--- src/rtl/johnson_pkg.sv ---
package johnson_pkg;
  typedef enum logic {
    PH_FOLLOW = 1'b0,
    PH_GATED  = 1'b1
  } phase_mode_e;
endpackage

--- src/rtl/johnson_step.sv ---
module johnson_step #(
  parameter int STAGES = 3
) (
  input  logic [STAGES-1:0] cur_i,
  input  logic              en_i,
  output logic [STAGES-1:0] nxt_o,
  output logic              legal_o
);
  localparam int PAIRS = STAGES - 1;

  logic [PAIRS-1:0]  diff_w;
  logic [STAGES-1:0] shifted_w;

  assign shifted_w[0] = ~cur_i[STAGES-1];

  for (genvar i = 0; i < PAIRS; i++) begin : g_pair
    assign diff_w[i]      = cur_i[i] ^ cur_i[i+1];
    assign shifted_w[i+1] = cur_i[i];
  end

  // a legal pattern has at most one boundary between ones and zeros
  assign legal_o = ($countones(diff_w) <= 1);

  always_comb begin
    if (!legal_o)  nxt_o = '0;
    else if (en_i) nxt_o = shifted_w;
    else           nxt_o = cur_i;
  end
endmodule

--- src/rtl/johnson_decode.sv ---
module johnson_decode #(
  parameter int STAGES = 3
) (
  input  logic [STAGES-1:0]   stage_i,
  output logic [2*STAGES-1:0] phase_o
);
  // two patterns are told apart by the outermost stages
  assign phase_o[0]      = ~stage_i[0] & ~stage_i[STAGES-1];
  assign phase_o[STAGES] =  stage_i[0] &  stage_i[STAGES-1];

  // the others by the position of the single boundary
  for (genvar k = 1; k < STAGES; k++) begin : g_edge
    assign phase_o[k]        =  stage_i[k-1] & ~stage_i[k];
    assign phase_o[STAGES+k] = ~stage_i[k-1] &  stage_i[k];
  end
endmodule

--- src/rtl/johnson_phase_gen.sv ---
module johnson_phase_gen
  import johnson_pkg::*;
#(
  parameter int                STAGES      = 3,
  parameter logic [STAGES-1:0] CLEAR_STATE = '0,
  parameter phase_mode_e       MODE        = PH_FOLLOW
) (
  input  logic                clk,
  input  logic                clr,
  input  logic                en,
  output logic [STAGES-1:0]   stage_o,
  output logic [2*STAGES-1:0] phase_o
);
  localparam int PHASES = 2 * STAGES;

  logic [STAGES-1:0] stage_q, stage_d;
  logic              legal_w;
  logic [PHASES-1:0] dec_next_w, dec_clear_w, phase_q;

  johnson_step #(.STAGES(STAGES)) u_step (
    .cur_i   (stage_q),
    .en_i    (en),
    .nxt_o   (stage_d),
    .legal_o (legal_w)
  );

  johnson_decode #(.STAGES(STAGES)) u_dec_next (
    .stage_i (stage_d),
    .phase_o (dec_next_w)
  );

  johnson_decode #(.STAGES(STAGES)) u_dec_clear (
    .stage_i (CLEAR_STATE),
    .phase_o (dec_clear_w)
  );

  always_ff @(posedge clk) begin
    if (clr) begin
      stage_q <= CLEAR_STATE;
      phase_q <= dec_clear_w;
    end else begin
      stage_q <= stage_d;
      if (MODE == PH_GATED && !en) phase_q <= '0;
      else                         phase_q <= dec_next_w;
    end
  end

  assign stage_o = stage_q;
  assign phase_o = phase_q;

  AST_CLEAR_LOADS: assert property (@(posedge clk) clr |=> stage_q == CLEAR_STATE);
  AST_SINGLE_STEP: assert property (@(posedge clk) disable iff (clr)
    (en && legal_w) |=> $countones(stage_q ^ $past(stage_q)) == 1);
  AST_HOLD_IDLE: assert property (@(posedge clk) disable iff (clr)
    (!en && legal_w) |=> $stable(stage_q));
  AST_ONE_PHASE: assert property (@(posedge clk) disable iff (clr)
    (legal_w && MODE == PH_FOLLOW) |-> $countones(phase_q) == 1);
  AST_LOCK_BREAK: assert property (@(posedge clk) disable iff (clr)
    !legal_w |=> stage_q == '0);
  AST_GATED_DARK: assert property (@(posedge clk) disable iff (clr)
    (MODE == PH_GATED && !en) |=> phase_q == '0);
endmodule

--- config.mk ---
export PLATFORM = sky130hd
export DESIGN_NAME = johnson_phase_gen
export DESIGN_NICKNAME = d
export VERILOG_FILES = /design/src/rtl/johnson_pkg.sv /design/src/rtl/johnson_step.sv /design/src/rtl/johnson_decode.sv /design/src/rtl/johnson_phase_gen.sv
export SDC_FILE = /design/constraint.sdc
export NUM_CORES = 1
export LEC_CHECK = 0
export BUFFER_PORTS_ARGS = -buffer_cell sky130_fd_sc_hd__buf_2
export CAP_MARGIN = 20
export CORE_AREA = 2 2 39 41
export DETAILED_ROUTE_END_ITERATION = 6
export DIE_AREA = 0 0 41 43
export GPL_TIMING_DRIVEN = 0
export SLEW_MARGIN = 20
export SYNTH_ARGS = -nofsm -noshare
export SYNTH_HDL_FRONTEND = slang
export SYNTH_SLANG_ARGS = --single-unit
--- constraint.sdc ---
create_clock -name clk -period 1.4 [get_ports clk]
set_input_delay 0.35 -clock clk [delete_from_list [all_inputs] [get_ports clk]]
set_output_delay 0.35 -clock clk [all_outputs]
set_load 0.01 [all_outputs]
Word level (Yosys, flattened, before mapping)
Index checks and enable logic that the tools add are counted.
{"block": "word_totals", "regBits": 9}
{"block": "classes", "add_sub_neg": 1, "magnitude_cmp": 1, "n_mux": 2, "bitwise_logic": 12}
{"operator": "<= comparator 32 x 2 -> 1 bit, second input constant", "count": 1}
{"operator": "bitwise AND 1 bit", "count": 6}
{"operator": "two-way mux 3 bit", "count": 2}
{"operator": "NOT 1 bit", "count": 4}
{"operator": "adder 1 x 1 -> 2 bit", "count": 1}
{"operator": "bitwise XOR 1 bit", "count": 2}

Depth between registers and ports, before layout
Gate-level depths: netlist of the first run.
{"block": "logic_depth", "depth_word": 6, "mapped_depth": 4, "depth_no_buf": 3}

By module
From an unflattened synthesis of the first run, not the netlist that was laid out.
{"block": "unflattened", "cells_unflattened": 45, "area_unflattened_um2": 471.7}
{"mod": "johnson_phase_gen", "instances": 1, "cells_each": 20, "area_each_um2": 311.5, "seq_area_each_um2": 180.2}
{"mod": "johnson_decode", "instances": 2, "cells_each": 6, "area_each_um2": 40.0, "seq_area_each_um2": 0.0}
{"mod": "johnson_step", "instances": 1, "cells_each": 13, "area_each_um2": 80.1, "seq_area_each_um2": 0.0}

Worst setup path after synthesis of the first run
OpenSTA, ideal clock, no wires.
{"block": "synth_path", "path_kind": "input -> register", "start": "input en", "end": "register phase_q[2], in the netlist phase_o[2]", "setup_ns": 0.116, "arrival_ns": 0.805, "slack_ns": 0.479, "stages": 3, "n_path_buf": 1, "path_cell_list": "buf_6 > xor2_2 > and3_1"}
{"block": "synth_via", "elab_chain_cells": 4}
{"item": "start: declaration", "line": "johnson_phase_gen.sv:10", "rtl": "input logic en,"}
{"item": "two-way mux 3 bit *", "line": "johnson_step.sv:26", "rtl": "else if (en_i) nxt_o = shifted_w;"}
{"item": "two-way mux 3 bit *", "line": "johnson_step.sv:25", "rtl": "if (!legal_o) nxt_o = '0;"}
{"item": "NOT 1 bit", "line": "johnson_decode.sv:13", "rtl": "assign phase_o[k] = stage_i[k-1] & ~stage_i[k];"}
{"item": "bitwise AND 1 bit *", "line": "johnson_decode.sv:13"}
{"item": "end signal: assignment", "line": "johnson_phase_gen.sv:40", "rtl": "phase_q <= dec_clear_w;"}
{"item": "end signal: assignment", "line": "johnson_phase_gen.sv:44", "rtl": "else phase_q <= dec_next_w;"}
{"item": "end: declaration", "line": "johnson_phase_gen.sv:18", "rtl": "logic [PHASES-1:0] dec_next_w, dec_clear_w, phase_q;"}
Every way passes the cells marked *; elsewhere a longest branch is shown, timed or not.
A chain may end at the register's enable or synchronous reset.

Worst setup path in the final report of the first run
{"block": "layout_path", "start": "register stage_q[2], in the netlist stage_o[2]", "end": "output stage_o[2]"}
{"item": "start: declaration", "line": "johnson_phase_gen.sv:16", "rtl": "logic [STAGES-1:0] stage_q, stage_d;"}
{"item": "start signal: assignment", "line": "johnson_phase_gen.sv:42", "rtl": "stage_q <= stage_d;"}
{"item": "end: declaration", "line": "johnson_phase_gen.sv:11", "rtl": "output logic [STAGES-1:0] stage_o,"}
No word-level cell between the ends.

==> flow_summary.json, run 1 <==
{
  "crit_path_end": "stage_o[2]",
  "cts_buffer_depth": 2,
  "final_area_sq_um": 484,
  "grt_pass1_vias": 270,
  "ioPinCount": 12,
  "cts_tree": "done",
  "crit_fanout": 8,
  "rsz0062_at_grt": "no",
  "die_area_sq_um": 1760,
  "synth_seq_cells": 9,
  "maxCapViolations": 0,
  "r2r_slack_ns": 0.47,
  "ys_seq_area_share_pct": 46.5,
  "hp-start": "en",
  "coreArea_sq_um": 1380,
  "synth_mux_area_share_pct": 0,
  "ys_types": 21,
  "grtUsageTotal_pct": 9.05,
  "crit_arrival_ns": 0.92,
  "p_comb_share_pct": 13.9,
  "cp_num_buf_inv": 1,
  "min_period_ns": 1.27,
  "final-max-slew-violation-count": 0,
  "grt_pass1_wl_microns": 1080,
  "period_share_pct": 91.0,
  "cts-root-buf": "clkbuf_4",
  "synthesis.area_sq_um": 388,
  "slowest_delay_ns": 0.48,
  "cp-end-kind": "primary output",
  "cp-start-kind": "flip-flop",
  "wl_microns": 665,
  "fin_skew_ns": 0.00209,
  "holdWs_ns": 0.341,
  "r2r_cells": 4,
  "cts_sinks": 9,
  "first_iter_violations": 4,
  "clk_latency_ns": 0.26,
  "cts_resized": 0,
  "wl_per_cell_microns": 10.2,
  "cts_setup_buffers": 0,
  "ys_warn_count": 0,
  "ant_nets": 0,
  "antenna_found_initial": 0,
  "p_per_area_nw_per_um2": 1110,
  "drt-pass1-iter-count": 3,
  "antenna_cells": 0,
  "power.leakage_nw": 0.214,
  "p_int_mw": 0.411,
  "seqPwrFrac_pct": 50.2,
  "p_sw_share_pct": 23.8,
  "synth_compound_area_share_pct": 13.9,
  "path_cells": "buf_2",
  "rows": 14,
  "fp.dieW_microns": 41,
  "synthXorXnorAreaFrac_pct": 8.71,
  "finalWeightedCongestion": 0.654,
  "synth_top_family_by_area": "simple AND/OR/NAND/NOR gates",
  "start_util_pct": 28.0,
  "synthesis.nets": 38,
  "crit_type": "flip-flop to primary output",
  "critPathRequiredTime_ns": 1.05,
  "nets": 53,
  "place_area_sq_um": 458,
  "r2r_end": "stage_o[2]$_SDFF_PP0_",
  "grt_start_max_net_pins": 10,
  "power_mw": 0.539,
  "r2r_start": "stage_o[1]$_SDFF_PP0_",
  "layout-drive-gt1-share_pct": 46.9,
  "cts-buffers-inserted": 3,
  "min_path_cells": 2,
  "synth_simple_gate_area_share_pct": 24.2,
  "hold_buffers": 0,
  "synth_cells": 35,
  "power_frac_clock_pct": 35.8,
  "worst_slack_ns": 0.127,
  "io_buffers": 10,
  "grt_overflow": 0,
  "vias": 291,
  "synthAdderAreaFrac_pct": 0,
  "critical_path_depth": 1,
  "drc": 0,
  "hp-class": "input pin to flip-flop",
  "avgSynthCellArea_sq_um": 11.1,
  "worst_pin_slew_ns": 0.280,
  "cts.clk_slew.worst_paths_ns": 0.06,
  "outcome": "finished, final reports clean",
  "power_switching_mw": 0.128,
  "mostFrequentLayoutCell": "buf_2",
  "ir_worst_vdd_uv": 231,
  "syn2layout_area_growth_pct": 24.8,
  "viasPerCell": 4.48,
  "die-height_microns": 43,
  "h-tree-depth": 1,
  "crit_start": "stage_o[2]$_SDFF_PP0_",
  "setup_viol_count_final": 0,
  "fmax_mhz": 785,
  "finalHoldViolations": 0,
  "crit_family": "flip-flops",
  "mostFrequentLayoutCells": "buf_2, dfxtp_1, clkbuf_4",
  "place_ws_ns": 0.387,
  "crit_slowest_cell": "dfxtp_1",
  "fin_tns_setup_ns": 0,
  "slew_headroom_pct": 81.3
}
-- cell type report --
cell class	count	area [sq um]
Sequential cell	9	180
Tap cell	16	20.0
Timing Repair Buffer	10	50.0
Buffer	3	26.3
Clock buffer	4	26.3
Multi-Input combinational cell	23	181
Fill cell	155	900
-- worst min path at each step --
stage / end / slack [ns]
after floorplan: stage_o[1]$_SDFF_PP0_ / 0.42
after global placement: stage_o[2]$_SDFF_PP0_ / 0.56
after detailed placement: stage_o[2]$_SDFF_PP0_ / 0.57
after CTS: stage_o[0]$_SDFF_PP0_ / 0.34
after global routing: stage_o[0]$_SDFF_PP0_ / 0.34
final: stage_o[0]$_SDFF_PP0_ / 0.34
-- registers in the layout, summed over array words and instances, names as in the netlist --
register  flops
stage_o       3
phase_o       6
-- routing by layer --
layer / wire length [microns] / track usage (%)
met5: 0 / 0
met4: 7 / 8.00
met3: 48 / 1.57
met2: 315 / 12.8
met1: 293 / 11.0
-- power by group through the flow --
| stage | logic (mW) | registers, mW | clock network (mW) |
|---|---|---|---|
| after detailed placement | 0.0758 | 0.276 | 0 |
| after global routing | 0.0828 | 0.272 | 0.214 |
| final | 0.0752 | 0.271 | 0.193 |
| after floorplan | 0.0476 | 0.283 | 0 |
| after global placement | 0.0748 | 0.276 | 0 |
| after CTS | 0.0761 | 0.271 | 0.195 |
-- cells in the mapped netlist --
cell	instances	share of area, %
and3_1	2	3.2
nand3_1	1	1.3
xnor2_1	2	4.5
o21ai_2	1	2.3
nor2b_4	2	7.1
dfxtp_1	9	46
xor2_2	1	4.2
a21oi_1	2	2.6
a21boi_2	1	2.9
nor2b_1	1	1.6
o21bai_2	1	2.9
nor4_1	1	1.6
nor3b_2	1	3.2
nand3b_1	1	1.9
buf_6	1	2.9
buf_4	2	3.9
nor3_1	1	1.3
nor2_1	1	0.97
nand2_1	2	1.9
o21ai_0	1	1.3
o31ai_1	1	1.9
-- through the flow --
stage,std cells,util [%]
finish,65,35.0
global route,65,35.0
CTS,65,35.0
detailed placement,61,33.1
global placement,61,33.1
floorplan,35,-
-- kinds of logic (layout without fill, tap and decap cells) --
family / after synthesis / count (layout)
AO/OA/AOI/OAI: 7 / 7
XOR/XNOR: 3 / 3
AND/OR/NAND/NOR: 13 / 13
buffers and inverters: 3 / 17
flip-flops: 9 / 9
Power figures use the tool's default switching activity.
==> run 2: changes to the inputs <==
PLACE_DENSITY = 0.6   (was default)
SYNTH_HIERARCHICAL = 1   (was default)
==> flow_summary.json, run 2 <==
{
  "finalHoldViolations": 0,
  "rsz0062_at_grt": "no",
  "fillers": 142,
  "dp_hpwl_microns": 523,
  "p_int_mw": 0.436,
  "ioPinCount": 12,
  "grt_pass1_vias": 281,
  "fmax_mhz": 776,
  "drc": 0,
  "avgSynthCellArea_sq_um": 10.9,
  "grt_overflow": 0,
  "cts-root-buf": "clkbuf_4",
  "antenna_cells": 0,
  "grtUsageTotal_pct": 9.26,
  "p_sw_share_pct": 23.5,
  "mostFrequentLayoutCell": "conb_1",
  "wl_microns": 649,
  "place_area_sq_um": 568,
  "critPathRequiredTime_ns": 1.55,
  "largest_register_ffs": 6,
  "cp-start-kind": "flip-flop",
  "vias": 322,
  "hp-class": "input pin to flip-flop",
  "power_frac_clock_pct": 34.2,
  "cts_buffer_depth": 2,
  "p_per_area_nw_per_um2": 951,
  "cp-end-kind": "flip-flop",
  "cts.clk_slew.worst_paths_ns": 0.06,
  "die-height_microns": 43,
  "wl_per_cell_microns": 7.82,
  "power_mw": 0.570,
  "rows": 14,
  "place_ws_ns": -0.161,
  "nets": 71,
  "grt_pass1_wl_microns": 1080,
  "fin_skew_ns": 0.00363,
  "ant_nets": 0,
  "crit_fanout": 5,
  "layout-drive-gt1-share_pct": 44.8,
  "ys_warn_count": 6,
  "cts_tree": "done",
  "final_area_sq_um": 599,
  "synth_cells": 42,
  "first_iter_violations": 0,
  "crit_type": "flip-flop to flip-flop",
  "p_comb_share_pct": 16.8,
  "worst_slack_ns": 0.112,
  "h-tree-depth": 1,
  "drt-pass1-iter-count": 1,
  "antenna_found_initial": 0,
  "power_switching_mw": 0.134,
  "fp.dieW_microns": 41,
  "hold_buffers": 0,
  "cts-buffers-inserted": 3,
  "grt_start_max_net_pins": 10,
  "viasPerCell": 3.88,
  "min_period_ns": 1.29,
  "io_buffers": 10,
  "power.leakage_nw": 0.311,
  "period_share_pct": 92.0,
  "coreArea_sq_um": 1380,
  "finalNonFillerCells": 83,
  "maxCapViolations": 0,
  "fin_tns_setup_ns": 0,
  "final-max-slew-violation-count": 0,
  "finalWeightedCongestion": 0.599,
  "clk_latency_ns": 0.25,
  "ir_worst_vdd_uv": 334,
  "syn2layout_area_growth_pct": 31.2,
  "crit_arrival_ns": 1.43,
  "die_area_sq_um": 1760,
  "outcome": "finished, final reports clean",
  "seqPwrFrac_pct": 49.0,
  "dp.cells": 79,
  "setup_viol_count_final": 0,
  "cts_sinks": 9,
  "mostFrequentLayoutCells": "conb_1, buf_2, dfxtp_1",
  "start_util_pct": 33.0,
  "synthesis.area_sq_um": 457
}
==> run 2: power by group through the flow <==
stage,registers [mW],logic [mW],clock network (mW)
after floorplan,0.295,0.0592,0
after detailed placement,0.285,0.0948,0
after global routing,0.281,0.108,0.216
after global placement,0.285,0.0936,0
after CTS,0.280,0.0953,0.205
final,0.279,0.0957,0.195
==> run 2: final cells by class <==
class | count | area [sq um] | share of cell area, %
plain buffers | 1 | 11.3 | 1.88
clock buffers | 4 | 26.3 | 4.38
inverters | 2 | 7.51 | 1.25
multi-input cells | 41 | 303 | 50.5
flip-flops and latches | 9 | 181 | 30.3
well taps | 16 | 20.0 | 3.34
repair buffers | 10 | 50.0 | 8.35
==> run 2: worst paths after layout <==
| kind | slack, ns | startpoint | cells after the start | to |
|---|---|---|---|---|
| setup reg to reg | 0.11 | stage_o[2]$_SDFF_PP0_ | 4 | phase_o[4]$_DFF_P_ |
| hold reg to reg | 0.73 | stage_o[1]$_SDFF_PP0_ | 3 | stage_o[1]$_SDFF_PP0_ |
| hold / removal | 0.41 | clr | 2 | phase_o[0]$_DFF_P_ |
| setup / recovery | 0.11 | stage_o[2]$_SDFF_PP0_ | 4 | phase_o[4]$_DFF_P_ |
==> run 2: critical path: stages, from the launching register on <==
cell and delay, ns:
dfxtp_2 0.33, nand2b_1 0.17, o2bb2ai_1 0.32, nor2b_1 0.09, mux2_4 0.27
==> run 2: metal layers <==
layer  vias up  global-route usage [%]  wire, microns
met5         -                       0              0
met4         0                    10.0              0
met3         0                       0             15
met2         5                    13.4            362
met1       144                    11.0            272
li1        173                       -              -
==> run 2: metrics by stage <==
step | util (%) | hold slack [ns]
detailed placement | 41.0 | 0.672
finish | 43.3 | 0.407
CTS | 42.9 | 0.401
global route | 43.3 | 0.407
global placement | 41.0 | 0.668
floorplan | - | 0.645
==> run 2: timing repair <==
item                       in CTS  in global routing
setup endpoints to repair       2                  2
resized for setup               1                  2
setup buffers                   0                  0
